==> src/rtl/fec_stat_pkg.sv <==
package fec_stat_pkg;

    // Default geometry of the counter bank
    localparam int DEF_NUM_CNT = 9;
    localparam int DEF_CNT_W   = 32;
    localparam int DEF_INC_W   = 7;

    // Half selector carried in the lowest address bit
    typedef enum logic {
        HALF_LOWER = 1'b0,
        HALF_UPPER = 1'b1
    } half_sel_e;

endpackage

==> src/rtl/fec_stat_acc.sv <==
module fec_stat_acc #(
    parameter int CNT_W = 32,
    parameter int INC_W = 7
) (
    input  logic             clk,
    input  logic             rst_n,
    input  logic             clear_mode,
    input  logic             snap,
    input  logic [INC_W-1:0] inc,
    output logic [CNT_W-1:0] acc
);

    typedef struct packed {
        logic [CNT_W-1:0] acc;
    } acc_st_t;

    acc_st_t        st_d, st_q;
    logic [CNT_W:0] sum;

    always_comb begin
        st_d = st_q;
        sum  = {1'b0, st_q.acc} + {{(CNT_W + 1 - INC_W){1'b0}}, inc};
        if (clear_mode) begin
            // wrap between snapshots; restart from this cycle's increment
            if (snap) begin
                st_d.acc = {{(CNT_W - INC_W){1'b0}}, inc};
            end else begin
                st_d.acc = sum[CNT_W-1:0];
            end
        end else begin
            // keep counting across the snapshot, stop at all ones
            if (sum[CNT_W]) begin
                st_d.acc = '1;
            end else begin
                st_d.acc = sum[CNT_W-1:0];
            end
        end
    end

    always_ff @(posedge clk or negedge rst_n) begin
        if (!rst_n) begin
            st_q <= '0;
        end else begin
            st_q <= st_d;
        end
    end

    assign acc = st_q.acc;

endmodule

==> src/rtl/fec_stat_cache.sv <==
module fec_stat_cache #(
    parameter int NUM_CNT = 9,
    parameter int CNT_W   = 32,
    localparam int FLAT_W = NUM_CNT * CNT_W
) (
    input  logic              clk,
    input  logic              rst_n,
    input  logic              snap,
    input  logic [FLAT_W-1:0] acc_flat,
    output logic [FLAT_W-1:0] cache_flat
);

    typedef struct packed {
        logic [FLAT_W-1:0] img;
    } cache_st_t;

    cache_st_t st_d, st_q;

    always_comb begin
        st_d = st_q;
        if (snap) begin
            st_d.img = acc_flat;
        end
    end

    always_ff @(posedge clk or negedge rst_n) begin
        if (!rst_n) begin
            st_q <= '0;
        end else begin
            st_q <= st_d;
        end
    end

    assign cache_flat = st_q.img;

endmodule

==> src/rtl/fec_stat_rdport.sv <==
module fec_stat_rdport
    import fec_stat_pkg::*;
#(
    parameter int NUM_CNT = 9,
    parameter int CNT_W   = 32,
    localparam int IDX_W  = $clog2(NUM_CNT),
    localparam int ADDR_W = IDX_W + 1,
    localparam int HALF_W = CNT_W / 2,
    localparam int FLAT_W = NUM_CNT * CNT_W
) (
    input  logic              clk,
    input  logic              rst_n,
    input  logic              rd_en,
    input  logic [ADDR_W-1:0] rd_addr,
    input  logic [FLAT_W-1:0] cache_flat,
    output logic [HALF_W-1:0] rd_data,
    output logic              rd_valid
);

    typedef struct packed {
        logic [HALF_W-1:0] data;
        logic [HALF_W-1:0] hold;
        logic              valid;
    } rd_st_t;

    rd_st_t           st_d, st_q;
    logic [IDX_W-1:0] idx;
    logic [CNT_W-1:0] sel;
    half_sel_e        half;

    assign idx  = rd_addr[ADDR_W-1:1];
    assign half = half_sel_e'(rd_addr[0]);

    // counter select; an index past the bank reads zero
    always_comb begin
        sel = '0;
        for (int i = 0; i < NUM_CNT; i++) begin
            if (idx == IDX_W'(i)) begin
                sel = cache_flat[i*CNT_W +: CNT_W];
            end
        end
    end

    always_comb begin
        st_d       = st_q;
        st_d.valid = rd_en;
        if (rd_en) begin
            if (half == HALF_UPPER) begin
                st_d.data = sel[CNT_W-1:HALF_W];
                st_d.hold = sel[HALF_W-1:0];
            end else begin
                st_d.data = st_q.hold;
            end
        end
    end

    always_ff @(posedge clk or negedge rst_n) begin
        if (!rst_n) begin
            st_q <= '0;
        end else begin
            st_q <= st_d;
        end
    end

    assign rd_data  = st_q.data;
    assign rd_valid = st_q.valid;

endmodule

==> src/rtl/fec_stat_bank.sv <==
module fec_stat_bank
    import fec_stat_pkg::*;
#(
    parameter int NUM_CNT = DEF_NUM_CNT,
    parameter int CNT_W   = DEF_CNT_W,
    parameter int INC_W   = DEF_INC_W,
    localparam int IDX_W  = $clog2(NUM_CNT),
    localparam int ADDR_W = IDX_W + 1,
    localparam int HALF_W = CNT_W / 2,
    localparam int IN_W   = NUM_CNT * INC_W,
    localparam int FLAT_W = NUM_CNT * CNT_W
) (
    input  logic              clk,
    input  logic              rst_n,
    input  logic              clear_on_snap,
    input  logic              snap_tick,
    input  logic [IN_W-1:0]   inc_i,
    input  logic              rd_en,
    input  logic [ADDR_W-1:0] rd_addr,
    output logic [HALF_W-1:0] rd_data,
    output logic              rd_valid
);

    logic [FLAT_W-1:0] acc_flat;
    logic [FLAT_W-1:0] cache_flat;

    for (genvar g = 0; g < NUM_CNT; g++) begin : g_lane
        fec_stat_acc #(
            .CNT_W (CNT_W),
            .INC_W (INC_W)
        ) u_acc (
            .clk        (clk),
            .rst_n      (rst_n),
            .clear_mode (clear_on_snap),
            .snap       (snap_tick),
            .inc        (inc_i[g*INC_W +: INC_W]),
            .acc        (acc_flat[g*CNT_W +: CNT_W])
        );
    end

    fec_stat_cache #(
        .NUM_CNT (NUM_CNT),
        .CNT_W   (CNT_W)
    ) u_cache (
        .clk        (clk),
        .rst_n      (rst_n),
        .snap       (snap_tick),
        .acc_flat   (acc_flat),
        .cache_flat (cache_flat)
    );

    fec_stat_rdport #(
        .NUM_CNT (NUM_CNT),
        .CNT_W   (CNT_W)
    ) u_rd (
        .clk        (clk),
        .rst_n      (rst_n),
        .rd_en      (rd_en),
        .rd_addr    (rd_addr),
        .cache_flat (cache_flat),
        .rd_data    (rd_data),
        .rd_valid   (rd_valid)
    );

endmodule

==> config.mk <==
export PLATFORM = sky130hd
export DESIGN_NAME = fec_stat_bank
export DESIGN_NICKNAME = d
export VERILOG_FILES = /design/src/rtl/fec_stat_pkg.sv /design/src/rtl/fec_stat_acc.sv /design/src/rtl/fec_stat_cache.sv /design/src/rtl/fec_stat_rdport.sv /design/src/rtl/fec_stat_bank.sv
export SDC_FILE = /design/constraint.sdc
export NUM_CORES = 1
export LEC_CHECK = 0
export BUFFER_PORTS_ARGS = -buffer_cell sky130_fd_sc_hd__clkbuf_2
export CAP_MARGIN = 15
export CORE_ASPECT_RATIO = 1.5
export CORE_MARGIN = 4
export CORE_UTILIZATION = 30
export DETAILED_ROUTE_END_ITERATION = 7
export GPL_TIMING_DRIVEN = 0
export SLEW_MARGIN = 20
export SYNTH_ARGS = -nofsm -noshare
export SYNTH_HDL_FRONTEND = slang
export SYNTH_HIERARCHICAL = 1
export SYNTH_SLANG_ARGS = --single-unit
==> constraint.sdc <==
create_clock -name clk -period 2 [get_ports clk]
set_input_delay 0.1 -clock clk [delete_from_list [all_inputs] [get_ports clk]]
set_output_delay 0.1 -clock clk [all_outputs]
set_load 0.01 [all_outputs]
==> results.py <==
metrics = {
    "critical_path": {
        "rr_startpoint": "g_lane[3].u_acc/acc[0]$_DFF_PN0_",
        "critPathMaxStageDelay_ns": 0.42,
        "cp_max_fo": 7,
        "worstSetupPathType": "flip-flop to flip-flop",
        "worstSetupStartpointType": "flip-flop",
        "slowest_stage": "fa_2",
        "path_cells": "ha_4 -> fa_2 -> a211oi_2 -> o311a_4 -> nor3_4 -> nand2_4 -> clkbuf_16 -> o21ai_1",
        "critPathBufInv": 1,
        "regToRegSetupSlack_ns": -0.21,
        "cp.required_ns": 2.49,
        "cp-end-kind": "flip-flop",
        "setup.worst_path.start": "g_lane[3].u_acc/acc[0]$_DFF_PN0_",
        "r2r-end": "g_lane[3].u_acc/acc[25]$_DFF_PN0_",
        "arrival_ns": 2.69,
        "r2r_cells": 8,
        "path_delay_family": "adder cells",
    },
    "floorplan": {
        "io_pins": 90,
        "dieArea_um2": 117000,
        "floorplan.initialDensity": 0.303,
        "num_rows": 149,
        "die_y_um": 417,
        "fp.coreArea_um2": 110000,
        "die_w_um": 281,
    },
    "clocking": {
        "tritoncts": "done",
        "insertion_delay_ns": 0.64,
        "clock_sinks": 609,
        "root_buffer": "clkbuf_16",
        "numCtsBuffers": 56,
        "h-tree-depth": 2,
        "clkTransAtPathRegs_ns": 0.07,
        "clockBufferDepth": 3,
    },
    "pwr": {
        "swShare": 0.333,
        "seqPwrFrac": 0.386,
        "power.density_nw_per_um2": 967,
        "p_sw_uw": 13700,
        "p_leak_uw": 0.0182,
        "comb_power_share": 0.323,
        "clockPowerShare": 0.291,
        "p_int_uw": 27400,
        "ir_drop_mv": 0.608,
    },
    "sta": {
        "setup_violations": 272,
        "rsz0062_at_grt": "yes",
        "setup_ws_ns": -0.206,
        "period_share": 1.10,
        "holdWs_ns": 0.0538,
        "tightest_slew_ns": 1.07,
        "slew_viol_final": 0,
        "fin_worst_skew_ns": 0.0352,
        "fmax_mhz": 453,
        "fin_crit_ns": 2.21,
        "slew_headroom": 0.288,
        "finalHoldViolations": 0,
    },
    "placement": {
        "place_congestion": 0.896,
        "place_ws_ns": -0.309,
        "numPortBuffers": 87,
        "dp_hpwl_mm": 72.9,
    },
    "logic_synthesis": {
        "synthCells": 2938,
        "synth_cell_types": 67,
        "yosys_warnings": 6,
        "ys_seq_area_frac": 0.455,
        "synth_edf_count": 0,
        "ys.flop_type": "dfrtp_1",
        "avgSynthCellArea_um2": 11.4,
        "syn-cell-area_um2": 33500,
        "ys_ff_latch": 609,
        "async_flop_share": 1.00,
        "syn_nets": 3083,
    },
    "routing": {
        "ant_nets": 0,
        "dr.pass1.iters": 5,
        "viasPerCell": 5.14,
        "wl_mm": 103,
        "via_count": 24400,
        "post_drt_wl_per_cell_um": 21.7,
        "drt_drc_violations_left": 0,
        "drt-initial-drc-count": 1401,
    },
    "global_route": {
        "overflow": 0,
        "grt_start_max_net_pins": 90,
        "grt_pass1_wl_mm": 154,
        "grt_pass1_vias": 25000,
        "grtUsageTotal": 0.168,
        "antenna_found_initial": 8,
    },
    "job": {
        "drv_cap": 0,
    },
    "final_layout": {
        "post-route-util": 0.385,
        "drive_gt1_frac": 0.397,
        "fillers": 10600,
        "final_net_count": 3412,
        "area_growth_syn_to_layout_pct": 26.8,
    },
    "min_path": {
        "min_path_cells": 5,
        "hold_path.class": "primary input to flip-flop",
        "hp-start": "rd_addr[0]",
        "min_to": "u_rd/rd_data[15]$_DFFE_PN0P_",
    },
    "outcome": {
        "violations": "negative setup slack",
        "outcome": "finished with violations",
    },
}
-- layout by cell type (no fill, tap or decap), drive strengths merged, types with 10 or more instances in the layout --
master,netlist,routed
a211oi,28,28
a221oi,13,13
mux2i,74,74
o21ai,350,350
nor2,237,237
ha,63,63
xnor2,207,207
o211ai,11,11
o221ai,32,32
dlygate4sd3,0,67
nor4b,11,11
nand2,161,161
xor2,45,45
clkbuf,56,232
nor4,63,63
a21boi,12,12
o21a,36,36
nand2b,16,16
dfrtp,609,609
and3,90,90
a21o,18,18
clkinv,0,14
inv,66,70
a2111oi,18,18
buf,105,207
and2,10,10
nand3,73,73
mux2,303,303
a21oi,62,62
nor3,45,45
o22ai,40,40
a31oi,13,13
-- registers in the layout, indices dropped and copies added, names as in the netlist --
name                flops
g_lane.u_acc/acc      288
u_rd/rd_data           16
u_rd/rd_valid           1
u_rd/st_q              16
u_cache/cache_flat    288
-- per-stage QoR --
| step | area [um^2] | setup TNS (ns) | std cells | total power, uW |
|---|---|---|---|---|
| after detailed placement | 36000 | -75.67 | 4467 | 25800 |
| after floorplan | 33500 | 0 | 2938 | 22800 |
| after CTS | 40700 | -20.95 | 4705 | 39200 |
| after global routing | 42500 | -44.63 | 4748 | 43000 |
| final | 42500 | -27.57 | 4750 | 41000 |
| after global placement | 35800 | -8611.10 | 4459 | 25600 |
-- worst register-to-register path: cells and delay by family, from the launching register on --
| family | cells | cell delay (ns) |
|---|---|---|
| DFF | 1 | 0.41 |
| and+or+nand+nor | 2 | 0.28 |
| buffers and inverters | 1 | 0.19 |
| adders and majority gates | 2 | 0.60 |
| AOI/OAI and AO/OA | 3 | 0.58 |
-- power by group through the flow --
stage | Combinational, uW | Sequential (uW) | Clock [uW]
after floorplan | 7710 | 15100 | 0
after global placement | 9690 | 15900 | 0
after detailed placement | 9900 | 15900 | 0
after CTS | 11200 | 15800 | 12200
after global routing | 14300 | 16000 | 12700
final | 13200 | 15900 | 11900
-- Yosys cell counts, types with 30 or more instances --
| master | number | area, um^2 |
|---|---|---|
| dfrtp_1 | 609 | 15200 |
| nor2_1 | 228 | 856 |
| xnor2_1 | 207 | 1810 |
| mux2_4 | 201 | 3020 |
| o21ai_1 | 186 | 931 |
| nand2_1 | 152 | 571 |
| mux2_2 | 102 | 1150 |
| o21ai_0 | 101 | 505 |
| mux2i_1 | 74 | 741 |
| inv_1 | 66 | 248 |
| nand3_1 | 64 | 320 |
| and3_1 | 63 | 394 |
| ha_1 | 63 | 788 |
| o21ai_2 | 63 | 552 |
| a21oi_1 | 62 | 310 |
| buf_6 | 56 | 631 |
| clkbuf_1 | 56 | 210 |
| xor2_1 | 45 | 394 |
| o22ai_1 | 40 | 250 |
| nor3_1 | 36 | 180 |
| nor4_1 | 36 | 225 |
| o21a_1 | 36 | 270 |
| o221ai_1 | 31 | 272 |
| buf_2 | 30 | 150 |
-- final cells by class --
type	count	area, um^2	share of cell area
Antenna cell	4	10.0	0.000236
Timing Repair Buffer	273	2570	0.0606
Tap cell	1434	1790	0.0423
Multi-Input combinational cell	2102	19400	0.457
Clock inverter	29	402	0.00946
Sequential cell	609	15200	0.359
Buffer	159	1180	0.0278
Clock buffer	74	1610	0.0379
Inverter	66	248	0.00584
-- metal layers --
metal	part of all wire	vias to the layer above	wire [um]	track usage
met1	0.41	12400	42100	0.206
met2	0.51	534	52300	0.298
li1	-	11200	-	-
met4	0.046	6	4760	0.0679
met3	0.036	192	3730	0.0220
met5	0.00041	-	42	0
-- logic make-up after synthesis --
kind of cell | count (synthesis) | share of synthesized area
XOR/XNOR | 252 | 0.0659
buffers and inverters | 227 | 0.0413
adder cells (fa/ha/maj) | 72 | 0.0289
AND/OR/NAND/NOR | 740 | 0.131
flip-flops | 609 | 0.455
multiplexers | 378 | 0.147
AO/OA/AOI/OAI | 660 | 0.131
-- worst max-delay path by stage --
stage	end	slack, ns	cells after the start
after floorplan	g_lane[3].u_acc/acc[12]$_DFF_PN0_	0.007	8
after global placement	g_lane[7].u_acc/acc[1]$_DFF_PN0_	-14.10	1
after detailed placement	u_rd/st_q[2]$_DFFE_PN0P_	-0.31	8
after CTS	g_lane[6].u_acc/acc[16]$_DFF_PN0_	-0.14	8
after global routing	g_lane[6].u_acc/acc[12]$_DFF_PN0_	-0.24	8
final	g_lane[3].u_acc/acc[25]$_DFF_PN0_	-0.21	8
-- repair_timing --
item,in CTS,in global routing
endpoints found under the setup margin,288,412
hold endpoints to repair,237,0
hold buffers,68,0
gates resized for setup,267,287
pin swaps,97,82
setup buffers,54,33
cloned,13,15
No activity file was read; power rests on OpenSTA's default activity.
